`config.mk`:
```
export PLATFORM = sky130hd
export DESIGN_NAME = evt_timer
export DESIGN_NICKNAME = d
export VERILOG_FILES = /design/src/rtl/evt_timer_pkg.sv /design/src/rtl/evt_timer_count.sv /design/src/rtl/evt_timer_regs.sv /design/src/rtl/evt_timer_rdmux.sv /design/src/rtl/evt_timer.sv
export SDC_FILE = /design/constraint.sdc
export NUM_CORES = 1
export LEC_CHECK = 0
export BUFFER_PORTS_ARGS = -buffer_cell sky130_fd_sc_hd__buf_2
export CAP_MARGIN = 40
export CORE_ASPECT_RATIO = 1.5
export CORE_UTILIZATION = 49
export CTS_CLUSTER_DIAMETER = 50
export DETAILED_ROUTE_END_ITERATION = 8
export HOLD_SLACK_MARGIN = 0.12
export PLACE_DENSITY = 0.76
export SYNTH_ARGS = -nofsm -noshare
export SYNTH_HDL_FRONTEND = slang
export SYNTH_HIERARCHICAL = 1
export SYNTH_SLANG_ARGS = --single-unit
```
`constraint.sdc`:
```
create_clock -name clk -period 2.2 [get_ports clk]
set_input_delay 0.33 -clock clk [delete_from_list [all_inputs] [get_ports clk]]
set_output_delay 0.33 -clock clk [all_outputs]
set_load 0.005 [all_outputs]
```
`src/rtl/evt_timer_pkg.sv`:
```
package evt_timer_pkg;
  localparam int unsigned EN_BIT   = 0;
  localparam int unsigned IE_BIT   = 1;
  localparam int unsigned PEND_BIT = 2;
  localparam int unsigned CLR_BIT  = 4;

  typedef struct packed {
    logic en;
    logic ie;
    logic pend;
  } ctrl_state_t;
endpackage

```
`src/rtl/evt_timer_count.sv`:
```
module evt_timer_count #(
  parameter int unsigned CNT_W = 32
) (
  input  logic             clk,
  input  logic             rst,
  input  logic             en,
  input  logic             load,
  input  logic [CNT_W-1:0] load_val,
  output logic [CNT_W-1:0] cnt,
  output logic             hit
);
  localparam logic [CNT_W-1:0] ONE = CNT_W'(1);

  logic [CNT_W-1:0] cnt_n;

  assign hit = en && !load && (cnt == ONE);

  always_comb begin
    cnt_n = cnt;
    if (load)
      cnt_n = load_val;
    else if (en && (cnt != '0))
      cnt_n = cnt - ONE;
  end

  always_ff @(posedge clk) begin
    if (rst) cnt <= '0;
    else     cnt <= cnt_n;
  end


  hold_off_chk: assert property (@(posedge clk) disable iff (rst)
    (!en && !load) |=> $stable(cnt));

  load_chk: assert property (@(posedge clk) disable iff (rst)
    load |=> (cnt == $past(load_val)));

  zero_hold_chk: assert property (@(posedge clk) disable iff (rst)
    ((cnt == '0) && !load) |=> (cnt == '0));
endmodule

```
`src/rtl/evt_timer_regs.sv`:
```
module evt_timer_regs
  import evt_timer_pkg::*;
(
  input  logic        clk,
  input  logic        rst,
  input  logic        ctrl_we,
  input  logic        wr_en_bit,
  input  logic        wr_ie_bit,
  input  logic        wr_clr_bit,
  input  logic        hit,
  output ctrl_state_t st,
  output logic        irq_o
);
  ctrl_state_t st_n;

  always_comb begin
    st_n = st;
    if (ctrl_we) begin
      st_n.en = wr_en_bit;
      st_n.ie = wr_ie_bit;
    end
    if (hit)
      st_n.pend = 1'b1;
    else if (ctrl_we && wr_clr_bit && wr_en_bit)
      st_n.pend = 1'b0;
  end

  always_ff @(posedge clk) begin
    if (rst) begin
      st    <= '0;
      irq_o <= 1'b0;
    end else begin
      st    <= st_n;
      irq_o <= st_n.pend && st_n.ie;
    end
  end


  clear_chk: assert property (@(posedge clk) disable iff (rst)
    $fell(st.pend) |-> $past(ctrl_we && wr_clr_bit && wr_en_bit));

  irq_level_chk: assert property (@(posedge clk) disable iff (rst)
    irq_o == (st.pend && st.ie));

  set_wins_chk: assert property (@(posedge clk) disable iff (rst)
    hit |=> st.pend);
endmodule

```
`src/rtl/evt_timer_rdmux.sv`:
```
module evt_timer_rdmux
  import evt_timer_pkg::*;
#(
  parameter int unsigned DATA_W   = 32,
  parameter int unsigned ADDR_W   = 8,
  parameter int unsigned CTRL_OFS = 'h40,
  parameter int unsigned VAL_OFS  = 'h44
) (
  input  logic              clk,
  input  logic              rst,
  input  logic [ADDR_W-1:0] addr,
  input  ctrl_state_t       st,
  input  logic [DATA_W-1:0] cnt,
  output logic [DATA_W-1:0] rdata
);
  localparam logic [ADDR_W-1:0] A_CTRL = ADDR_W'(CTRL_OFS);
  localparam logic [ADDR_W-1:0] A_VAL  = ADDR_W'(VAL_OFS);

  logic [DATA_W-1:0] ctrl_word;
  logic [DATA_W-1:0] rd_n;

  always_comb begin
    ctrl_word           = '0;
    ctrl_word[EN_BIT]   = st.en;
    ctrl_word[IE_BIT]   = st.ie;
    ctrl_word[PEND_BIT] = st.pend;
  end

  always_comb begin
    rd_n = '0;
    if (addr == A_CTRL)     rd_n = ctrl_word;
    else if (addr == A_VAL) rd_n = cnt;
  end

  always_ff @(posedge clk) begin
    if (rst) rdata <= '0;
    else     rdata <= rd_n;
  end


  clr_reads_zero_chk: assert property (@(posedge clk) disable iff (rst)
    (addr == A_CTRL) |=> (rdata[CLR_BIT] == 1'b0));
endmodule

```
`src/rtl/evt_timer.sv`:
```
module evt_timer
  import evt_timer_pkg::*;
#(
  parameter int unsigned DATA_W   = 32,
  parameter int unsigned ADDR_W   = 8,
  parameter int unsigned CTRL_OFS = 'h40,
  parameter int unsigned VAL_OFS  = 'h44
) (
  input  logic              clk,
  input  logic              rst,
  input  logic              reg_we,
  input  logic [ADDR_W-1:0] reg_addr,
  input  logic [DATA_W-1:0] reg_wdata,
  output logic [DATA_W-1:0] reg_rdata,
  output logic              irq_o
);
  localparam logic [ADDR_W-1:0] A_CTRL = ADDR_W'(CTRL_OFS);
  localparam logic [ADDR_W-1:0] A_VAL  = ADDR_W'(VAL_OFS);

  ctrl_state_t       st;
  logic [DATA_W-1:0] cnt;
  logic              hit;
  logic              ctrl_we;
  logic              val_we;
  logic              val_load;

  assign ctrl_we  = reg_we && (reg_addr == A_CTRL);
  assign val_we   = reg_we && (reg_addr == A_VAL);
  assign val_load = val_we && st.en;

  evt_timer_regs u_regs (
    .clk        (clk),
    .rst        (rst),
    .ctrl_we    (ctrl_we),
    .wr_en_bit  (reg_wdata[EN_BIT]),
    .wr_ie_bit  (reg_wdata[IE_BIT]),
    .wr_clr_bit (reg_wdata[CLR_BIT]),
    .hit        (hit),
    .st         (st),
    .irq_o      (irq_o)
  );

  evt_timer_count #(.CNT_W(DATA_W)) u_count (
    .clk      (clk),
    .rst      (rst),
    .en       (st.en),
    .load     (val_load),
    .load_val (reg_wdata),
    .cnt      (cnt),
    .hit      (hit)
  );

  evt_timer_rdmux #(
    .DATA_W   (DATA_W),
    .ADDR_W   (ADDR_W),
    .CTRL_OFS (CTRL_OFS),
    .VAL_OFS  (VAL_OFS)
  ) u_rdmux (
    .clk   (clk),
    .rst   (rst),
    .addr  (reg_addr),
    .st    (st),
    .cnt   (cnt),
    .rdata (reg_rdata)
  );


  load_wins_chk: assert property (@(posedge clk) disable iff (rst)
    $rose(st.pend) |-> ($past(cnt) == DATA_W'(1)) && !$past(val_load));

  ignore_off_chk: assert property (@(posedge clk) disable iff (rst)
    (val_we && !st.en) |=> $stable(cnt));
endmodule

```
==> metrics.yaml, run 1 <==
outcome:
  outcome: "complete, but fails checks"
  violations: "DRC, setup timing"
routing:
  drc: 8
  avgRoutedWirePerCell_um: 16.75
  routed_wl_mm: 9.780
  num_vias: 3533
  drt_first_pass_iters: 7
  postRouteAntennaNets: 0
  drt-vias-per-instance: 6.050
  drtIter0Drc: 176
final_layout:
  area_growth_pct: 36.73
  diodes: 0
  fin_util_pct: 69.89
  layout.nets: 547
  final_common_cell: "buf_2"
  most-common-layout-cells: "75 x buf_2, 66 x buf_4, 64 x dfxtp_1"
  layout-drive-gt1-share_pct: 47.83
critical_path:
  critPathKind: "reg -> reg"
  crit_path_start_kind: "flop"
  cp_data_arrival_time_ns: 2.58
  r2r_cells: 7
  worstPathRequired_ns: 2.47
  path_max_fanout: 6
  setup.worst_path.end_class: "flop"
synthesis:
  ys.flop_type: "dfxtp_1"
  syn_area_mm2: 0.003526
  ys_types: 64
  synthAdderAreaFrac_pct: 0.7097
  synth_fp_nets: 414
  synth-xor-area-share_pct: 0.9936
  synth_compound_area_share_pct: 16.47
  yosys_warnings: 6
  yosys.area.top_type: "dfxtp_1"
  synth_top_area_share_pct: 38.61
  netlist_top_cells_area: "dfxtp_1 39%, nor4_2 11%, inv_1 4.3%"
  synth_cells: 369
  synthMuxAreaShare_pct: 1.739
  ys_ff_latch: 68
  synth_top_family_by_area: "simple AND/OR/NAND/NOR gates"
  async_reset_ff_share_pct: 0
  yosys.area_share.simple_pct: 32.33
  synth_edf_count: 0
  synth_seq_area_share_pct: 38.61
  avgSynthCellArea_um2: 9.555
job:
  max-cap-violations: 0
die:
  die_x_um: 71.26
  rows: 37
  pin_count: 76
  die_area_mm2: 0.007546
  die-height_um: 105.9
  core_area_mm2: 0.006898
  start_util_pct: 51.12
timing:
  skew_ns: 0.005456
  worst_pin_slew_ns: 0.5554
  finalMaxSlewViolations: 0
  fin_crit_sh_pct: 105.1
  setup_tns_ns: -0.6701
  finalSetupViolCount: 18
  max_slew_margin_pct: 62.63
  min_period_ns: 2.312
  setup_ws_ns: -0.1117
  rsz0062_at_grt: "yes"
  finalHoldViolCount: 0
  fmax_mhz: 432.6
place:
  port_buffers: 75
  dp_hpwl_mm: 6.819
  place.gp.congestion: 0.9208
cts:
  htree_levels: 3
  cts-hold-fix-buffers: 0
  clkSinkCount: 68
  clock_latency_ns: 0.35
  cts_made_buffers: 9
  cts_max_path_buffers: 2
  cts_tree: "yes"
  cts-root-buf: "clkbuf_8"
  cts.clk_slew.worst_paths_ns: 0.07
hold_path:
  whs_path_depth: 3
  hold_class: "in -> reg"
power:
  comb_power_share_pct: 4.9
  p_per_area_mw_per_mm2: 464.9
  intPower_mw: 1.733
  seqPwrFrac_pct: 54.9
  switching_share_pct: 22.69
  p_clk_share_pct: 40.3
  p_leak_nw: 1.889
  ir_worst_vdd_mv: 0.3728
  p_switching_uw: 508.4
global_route:
  grt_usage_pct: 26.21
  antenna_found_initial: 0
  grt_pass1_vias: 3378
  overflow: 0
  grt_max_degree: 33
  grt_pass1_wl_mm: 15.50
## path summary, 6_finish.rpt
| kind | startpoint | to | slack, ns |
|---|---|---|---|
| hold / removal | reg_wdata[13] | u_count/cnt[13] | 0.23 |
| setup / recovery | u_count/cnt[31] | u_count/cnt[0] | -0.11 |
| hold reg to reg | u_count/cnt[18] | u_rdmux/rdata[18] | 0.47 |
| setup reg to reg | u_count/cnt[31] | u_count/cnt[0] | -0.11 |
## cell type report
| class | count | area (µm²) |
|---|---|---|
| multi-input combinational | 234 | 2074 |
| sequential | 68 | 1369 |
| clock inverter | 2 | 10.01 |
| inverter | 40 | 150.1 |
| fill | 499 | 2077 |
| tap | 78 | 97.59 |
| timing repair buffer | 149 | 960.9 |
| clock buffer | 13 | 158.9 |
## cell usage after synthesis, types with 3 or more instances
| cell | number |
|---|---|
| and4_1 | 3 |
| mux2i_1 | 5 |
| a21oi_1 | 4 |
| dfxtp_1 | 68 |
| nor4_1 | 8 |
| nor3_1 | 7 |
| inv_1 | 40 |
| or3_1 | 10 |
| a31oi_1 | 4 |
| nor2_1 | 31 |
| nand3_1 | 3 |
| clkbuf_1 | 16 |
| nand2b_1 | 3 |
| a2111oi_0 | 3 |
| o21bai_1 | 3 |
| a211oi_1 | 9 |
| nand2_1 | 10 |
| buf_2 | 3 |
| nand4_1 | 5 |
| o41ai_1 | 3 |
| o31ai_1 | 14 |
| a311oi_1 | 13 |
| or4_1 | 14 |
| xnor2_1 | 3 |
| nor3_2 | 3 |
| buf_12 | 3 |
| nor4_2 | 32 |
## critical path: stages, from the launching register on
cell and delay [ns]:
dfxtp_2 0.32, or4_4 0.54, or4_4 0.50, buf_4 0.17
o41ai_4 0.22, buf_6 0.18, xnor2_2 0.08, a211oi_2 0.22
## registers in the layout (all words and copies together), names as in the netlist
signal / flops
u_regs/irq_o: 1
u_rdmux/rdata: 32
u_regs/st: 3
u_count/cnt: 32
## power groups by stage
stage	sequential (mW)	clock [mW]	combinational, mW
6_report	1.23	0.903	0.109
5_1_grt	1.23	0.994	0.118
4_1_cts	1.23	0.928	0.108
3_5_place_dp	1.26	0	0.107
3_3_place_gp	1.26	0	0.104
2_1_floorplan	1.26	0	0.0539
## logic make-up after synthesis
logic type | Yosys count
mux | 6
xor+xnor | 4
buf+inv | 67
simple gates | 152
compound gates | 70
fa+ha+maj | 2
flops | 68
## metal layers
metal  vias to the layer above  GRT usage [%]  routed length [µm]
li1                       1676              -                   -
met1                      1686          29.84                3876
met2                       141          45.03                5102
met3                        30          5.877                 521
met4                         0          13.71                 279
met5                         -              0                   0
## stage by stage
stage | power [mW] | area [µm²] | hold WS, ns | setup WS [ns] | instances
floorplan | 1.312 | 3585 | 0.4010 | -0.02161 | 369
global placement | 1.363 | 4369 | 0.4670 | -0.09974 | 560
detailed placement | 1.366 | 4369 | 0.4650 | -0.1349 | 560
CTS | 2.267 | 4648 | 0.2196 | -0.09638 | 579
global route | 2.340 | 4821 | 0.2296 | -0.1470 | 584
finish | 2.241 | 4821 | 0.2334 | -0.1117 | 584
## timing repair
item                       in CTS  in global routing
pin swaps                      10                 25
gates cloned                    0                  0
setup endpoints to repair      15                 29
gates resized for setup        18                 30
buffers inserted                4                  5
No activity file was read; power rests on OpenSTA's default activity.
==> run 2: changes to the inputs <==
--- a/config.mk
+++ b/config.mk
@@ -8,11 +8,11 @@
 export BUFFER_PORTS_ARGS = -buffer_cell sky130_fd_sc_hd__buf_2
 export CAP_MARGIN = 40
 export CORE_ASPECT_RATIO = 1.5
-export CORE_UTILIZATION = 49
+export CORE_UTILIZATION = 41
 export CTS_CLUSTER_DIAMETER = 50
 export DETAILED_ROUTE_END_ITERATION = 8
 export HOLD_SLACK_MARGIN = 0.12
-export PLACE_DENSITY = 0.76
+export PLACE_DENSITY = 0.65
 export SYNTH_ARGS = -nofsm -noshare
 export SYNTH_HDL_FRONTEND = slang
 export SYNTH_HIERARCHICAL = 1
==> run 2 against run 1 <==
The run ends with setup timing left. Die area rose by 19%. Clock skew barely moved. First-iteration DRC count rose by 14%. Worst hold slack improved by 0.016 ns. Fmax fell by 2.6%. Clock power rose by 52%. Via count fell by 4.0%. Clock-buffer cell count rose by 2. Register-to-register slack got worse by 0.06 ns. Flip-flop and latch count did not move. Total power rose by 21%. Worst setup slack got worse by 0.061 ns.
==> metrics.yaml, run 2 (same netlist as run 1, synthesis figures left out) <==
outcome:
  outcome: "complete, but fails checks"
  violations: "setup timing"
timing:
  fmax_mhz: 421.4
  worst_pin_slew_ns: 0.6314
  skew_ns: 0.005702
  rsz0062_at_grt: "yes"
  finalHoldViolCount: 0
  setup_tns_ns: -1.707
  min_period_ns: 2.373
  fin_crit_sh_pct: 107.9
  setup_ws_ns: -0.1732
  finalMaxSlewViolations: 0
  max_slew_margin_pct: 57.52
  finalSetupViolCount: 22
final_layout:
  multi_input_area_mm2: 0.002004
  most-common-layout-cells: "75 x buf_2, 74 x buf_4, 65 x dfxtp_1"
  final_common_cell: "buf_2"
  layout.nets: 552
  seqCellArea_mm2: 0.001365
  layout-drive-gt1-share_pct: 45.90
  diodes: 0
  fin_area_mm2: 0.004923
  nFillCells: 736
  layout.cells.non_filler: 619
  area_growth_pct: 39.64
  reg_top3: "u_count/cnt (32), u_rdmux/rdata (32), u_regs/st (3)"
critical_path:
  r2r_cells: 8
  path_cells: "or4_4 > or4_4 > buf_4 > o31ai_4 > buf_6 > buf_6 > o31ai_4 > a311oi_2"
  path_buf_inv: 3
  cp_top_family: "simple AND/OR/NAND/NOR gates"
  crit_path_start_kind: "flop"
  timing.rr.end: "u_count/cnt[29]"
  r2r_slack_ns: -0.17
  critPathKind: "reg -> reg"
  regToRegStartpoint: "u_count/cnt[31]"
  crit_slowest_cell: "or4_4"
  cp_data_arrival_time_ns: 2.62
  critPathMaxStageDelay_ns: 0.53
  path_max_fanout: 6
  path_depth: 8
  setup.worst_path.end_class: "flop"
  worstPathRequired_ns: 2.45
place:
  port_buffers: 75
  dp_cells: 595
  place.gp.congestion: 0.9077
  dp_slack_ns: -0.1520
  dpl-instance-area_mm2: 0.004451
  dp_hpwl_mm: 7.050
global_route:
  grt_usage_pct: 23.37
  grt_pass1_wl_mm: 16.08
  antenna_found_initial: 0
  grt_max_degree: 33
  overflow: 0
  grt_pass1_vias: 3337
cts:
  clock_latency_ns: 0.34
  cts-root-buf: "clkbuf_16"
  cts-hold-fix-buffers: 0
  clkSinkCount: 68
  cts_tree: "yes"
  cts.clk_slew.worst_paths_ns: 0.06
  cts_made_buffers: 9
  cts_max_path_buffers: 2
  htree_levels: 3
hold_path:
  hp-start: "reg_wdata[21]"
  hold_class: "in -> reg"
  whs_path_depth: 3
  hold_end: "u_count/cnt[21]"
die:
  core_area_mm2: 0.008362
  start_util_pct: 42.17
  die_x_um: 77.72
  rows: 41
  pin_count: 76
  die-height_um: 115.6
  die_area_mm2: 0.008982
routing:
  drtIter0Drc: 200
  drc: 0
  drt-vias-per-instance: 5.477
  num_vias: 3390
  drt_first_pass_iters: 4
  postRouteAntennaNets: 0
  avgRoutedWirePerCell_um: 16.14
  routed_wl_mm: 9.991
power:
  p_leak_nw: 1.952
  ir_worst_vdd_mv: 0.3828
  p_per_area_mw_per_mm2: 550.9
job:
  max-cap-violations: 0
-- run 2: changes by cell type in the layout (fill, tap and decap cells not counted), sizes merged --
| cell | change |
|---|---|
| clkinv | -1 |
| buf | +5 |
| clkbuf | +2 |
-- run 2: power by group --
group	leakage, nW	switching (mW)	total, mW	internal [mW]
Sequential	0.549	0.0000544	1.23	1.23
Clock	0.140	0.519	1.37	0.854
Combinational	1.26	0.0665	0.106	0.0397
-- run 2: per-layer routing --
layer,vias up,global-route usage (%),part of all wire [%]
met2,77,41.24,52
li1,1673,-,-
met4,0,15.85,3.6
met1,1615,26.05,41
met3,25,3.228,2.9
met5,-,0,0
-- run 2: tightest hold or removal path: stages --
cell	delay (ns)
buf_2	0.10
inv_1	0.04
a2111oi_1	0.06
-- run 2: area by class of cell --
class | count | area share (%)
Clock inverter | 1 | 0.1017
Sequential cell | 68 | 27.73
Inverter | 40 | 3.050
Multi-Input combinational cell | 234 | 40.71
Clock buffer | 15 | 5.642
Tap cell | 107 | 2.719
Timing Repair Buffer | 154 | 20.05
-- run 2: worst max-delay path by stage --
stage               startpoint               to  slack [ns]
2_1_floorplan  u_count/cnt[31]  u_count/cnt[20]       -0.02
5_1_grt        u_count/cnt[31]  u_count/cnt[28]       -0.23
4_1_cts        u_count/cnt[31]  u_count/cnt[28]       -0.14
6_report       u_count/cnt[31]  u_count/cnt[29]       -0.17
3_3_place_gp   u_count/cnt[31]  u_count/cnt[28]       -0.14
3_5_place_dp   u_count/cnt[31]   u_count/cnt[7]       -0.15
-- run 2: through the flow --
| stage | hold slack, ns | utilization, % | power (mW) |
|---|---|---|---|
| 5_1_grt | 0.2614 | 58.88 | 2.793 |
| 2_1_floorplan | 0.4010 | - | 1.312 |
| 6_report | 0.2495 | 58.88 | 2.712 |
| 3_5_place_dp | 0.4735 | 53.22 | 1.364 |
| 4_1_cts | 0.2517 | 58.07 | 2.735 |
| 3_3_place_gp | 0.4680 | 53.22 | 1.363 |
-- run 2: repair_timing --
action                                  CTS  global route
pin swaps                                18            14
endpoints found under the setup margin   18            32
resized for setup                        18             8
setup buffers                             4             4
==> run 3: changes to the inputs <==
--- a/config.mk
+++ b/config.mk
@@ -12,8 +12,7 @@
 export CTS_CLUSTER_DIAMETER = 50
 export DETAILED_ROUTE_END_ITERATION = 8
 export HOLD_SLACK_MARGIN = 0.12
-export PLACE_DENSITY = 0.65
+export PLACE_DENSITY = 0.66
 export SYNTH_ARGS = -nofsm -noshare
 export SYNTH_HDL_FRONTEND = slang
-export SYNTH_HIERARCHICAL = 1
 export SYNTH_SLANG_ARGS = --single-unit
==> run 3 against run 2 <==
The run still ends with setup timing left. Critical endpoint is now u_count.cnt[2]. Worst hold slack improved by 0.027 ns. Combinational power decreased by 13%. Die area decreased by 6.6%. Global-route usage increased by 3.5 points. Largest cell class unchanged. Worst setup slack improved by 0.013 ns. Utilization increased by 4.8 points. Via count increased by 7.5%.
==> metrics.yaml, run 3 <==
outcome:
  outcome: "complete, but fails checks"
  violations: "setup timing"
synthesis:
  yosys.area.top_type: "dfxtp_1"
  ys_ff_latch: 68
  ys.flop_type: "dfxtp_1"
  yosys_warnings: 0
  synth_seq_area_share_pct: 41.42
  synth-xor-area-share_pct: 0.2665
  async_reset_ff_share_pct: 0
  synth_top_family_by_area: "simple AND/OR/NAND/NOR gates"
  netlist_top_cells_area: "dfxtp_1 41%, and2_1 5.5%, a21oi_1 4.6%"
  synthMuxAreaShare_pct: 2.550
  yosys.area_share.simple_pct: 27.79
  synthAdderAreaFrac_pct: 0.7613
  synthTopCellsByCount: "68 x dfxtp_1, 35 x nor2_1, 30 x a21oi_1, 29 x and2_1, 28 x nand2_1"
  avgSynthCellArea_um2: 8.450
  synth_edf_count: 0
  synth_compound_area_share_pct: 22.34
  syn_area_mm2: 0.003287
  synth_top_area_share_pct: 41.42
  synth_fp_nets: 434
  synth_cells: 389
  ys_types: 57
  synthMostInstantiatedCell: "dfxtp_1"
critical_path:
  r2r_cells: 9
  path_cells: "inv_4 > ha_4 > or3b_4 > or4_4 > o31ai_4 > buf_6 > buf_6 > a21o_1 > a21oi_2"
  setup.worst_path.end_class: "flop"
  r2r_slack_ns: -0.16
  timing.rr.end: "u_count.cnt[2]"
  crit_slowest_cell: "or4_4"
  cp_data_arrival_time_ns: 2.57
  cp_top_family: "simple AND/OR/NAND/NOR gates"
  worstPathRequired_ns: 2.41
  crit_path_start_kind: "flop"
  critPathMaxStageDelay_ns: 0.54
  path_buf_inv: 3
  regToRegStartpoint: "u_count.cnt[1]"
  path_max_fanout: 5
  cpMostUsedCell: "buf_6"
  critPathKind: "reg -> reg"
timing:
  rsz0062_at_grt: "yes"
  finalSetupViolCount: 23
  max_slew_margin_pct: 63.79
  min_period_ns: 2.360
  fin_crit_sh_pct: 107.3
  skew_ns: 0.006619
  setup_tns_ns: -1.495
  worst_pin_slew_ns: 0.5383
  finalMaxSlewViolations: 0
  finalHoldViolCount: 0
  setup_ws_ns: -0.1603
  fmax_mhz: 423.7
final_layout:
  multi_input_area_mm2: 0.001991
  layout.cells.non_filler: 637
  layout-drive-gt1-share_pct: 42.80
  final_common_cell: "buf_2"
  diodes: 0
  nFillCells: 671
  most-common-layout-cells: "75 x buf_2, 67 x buf_4, 62 x dfxtp_1"
  area_growth_pct: 49.30
  layout.nets: 575
  seqCellArea_mm2: 0.001374
  fin_area_mm2: 0.004907
  reg_top3: "u_count.cnt (32), u_rdmux.rdata (32), u_regs.st (3)"
routing:
  avgRoutedWirePerCell_um: 17.11
  routed_wl_mm: 10.90
  drt_first_pass_iters: 4
  postRouteAntennaNets: 0
  drt-vias-per-instance: 5.721
  drtIter0Drc: 247
  drc: 0
  num_vias: 3644
global_route:
  overflow: 0
  grt_max_degree: 33
  grt_pass1_vias: 3584
  grt_pass1_wl_mm: 16.91
  antenna_found_initial: 0
  grt_usage_pct: 26.86
cts:
  cts_made_buffers: 9
  htree_levels: 3
  cts_max_path_buffers: 2
  clkSinkCount: 68
  cts-root-buf: "clkbuf_16"
  clock_latency_ns: 0.34
  cts-hold-fix-buffers: 0
  cts_tree: "yes"
  cts.clk_slew.worst_paths_ns: 0.06
power:
  comb_power_share_pct: 3.2
  switching_share_pct: 19.38
  p_per_area_mw_per_mm2: 594.6
  p_switching_uw: 565.5
  p_leak_nw: 2.220
  seqPwrFrac_pct: 42.2
  intPower_mw: 2.352
  p_clk_share_pct: 54.7
  ir_worst_vdd_mv: 0.3835
hold_path:
  whs_path_depth: 3
  hold_class: "in -> reg"
  hp-start: "reg_wdata[0]"
  hold_end: "u_regs.st[2]"
place:
  dpl-instance-area_mm2: 0.004292
  dp_cells: 611
  dp_slack_ns: -0.1595
  place.gp.congestion: 0.8878
  dp_hpwl_mm: 7.579
  port_buffers: 75
die:
  die_x_um: 75.11
  die-height_um: 111.7
  rows: 39
  core_area_mm2: 0.007710
  pin_count: 76
  die_area_mm2: 0.008386
  start_util_pct: 42.63
job:
  max-cap-violations: 0
## run 3: cell types whose count changed after synthesis, moves of 11 or more
cell	before	now
inv_1	40	8
nor4_2	32	0
and2_1	1	29
a21oi_1	4	30
nand2_1	10	28
o21ai_0	2	17
o31ai_1	14	0
a311oi_1	13	2
nor3_1	7	18
## run 3: what timing repair did
action / 4_1_cts / 5_1_grt
resized for setup: 20 / 36
pin swaps: 4 / 16
setup buffers: 4 / 4
setup endpoints to repair: 30 / 32
gates cloned: 1 / 2
## run 3: layout make-up
class,instances,share of cell area (%)
multi-input combinational,287,40.57
inverter,9,0.7394
clock inverter,4,1.428
sequential,68,28.00
clock buffer,12,5.431
tap,102,2.601
timing repair buffer,155,21.24
## run 3: metrics by stage
step,utilization (%),hold WS (ns),total power [mW]
2_1_floorplan,-,0.4535,1.288
3_3_place_gp,55.66,0.4872,1.345
4_1_cts,61.38,0.2728,2.938
5_1_grt,63.65,0.2998,3.002
6_report,63.65,0.2761,2.918
3_5_place_dp,55.66,0.4937,1.345
## run 3: per-layer routing
| metal | vias to the layer above | GRT usage [%] | part of all wire [%] |
|---|---|---|---|
| met4 | 0 | 18.24 | 4.2 |
| met2 | 163 | 46.37 | 53 |
| li1 | 1733 | - | - |
| met5 | - | 0 | 0 |
| met3 | 35 | 3.620 | 5.6 |
| met1 | 1713 | 29.20 | 38 |
## run 3: power by group through the flow
stage,Combinational [mW],Clock (mW),Sequential (mW)
5_1_grt,0.0998,1.67,1.23
4_1_cts,0.0894,1.62,1.23
3_5_place_dp,0.0876,0,1.26
6_report,0.0920,1.60,1.23
2_1_floorplan,0.0305,0,1.26
3_3_place_gp,0.0873,0,1.26
## run 3: how the worst max path moves through the flow
stage                         from         endpoint  slack (ns)  cells past startpoint
floorplan           u_count.cnt[1]  u_count.cnt[24]       -0.22                      8
global placement    u_count.cnt[1]  u_count.cnt[15]       -0.10                      8
detailed placement  u_count.cnt[1]   u_count.cnt[0]       -0.16                      8
CTS                 u_count.cnt[7]  u_count.cnt[24]       -0.07                      6
global route        u_count.cnt[1]   u_count.cnt[2]       -0.19                      9
finish              u_count.cnt[1]   u_count.cnt[2]       -0.16                      9
## run 3: worst register-to-register path: cells and delay by family (launching register included)
kind                       cells  cell delay, ns
AOI/OAI and AO/OA              3            0.49
buffers and inverters          3            0.35
and+or+nand+nor                2            0.91
DFF                            1            0.36
adders and majority gates      1            0.12
## run 3: logic make-up after synthesis
group,Yosys count
AOI/OAI and AO/OA,109
xor gates and xnor gates,1
adders and majority gates,2
buffers and inverters,34
DFF,68
muxes,8
and+or+nand+nor,167
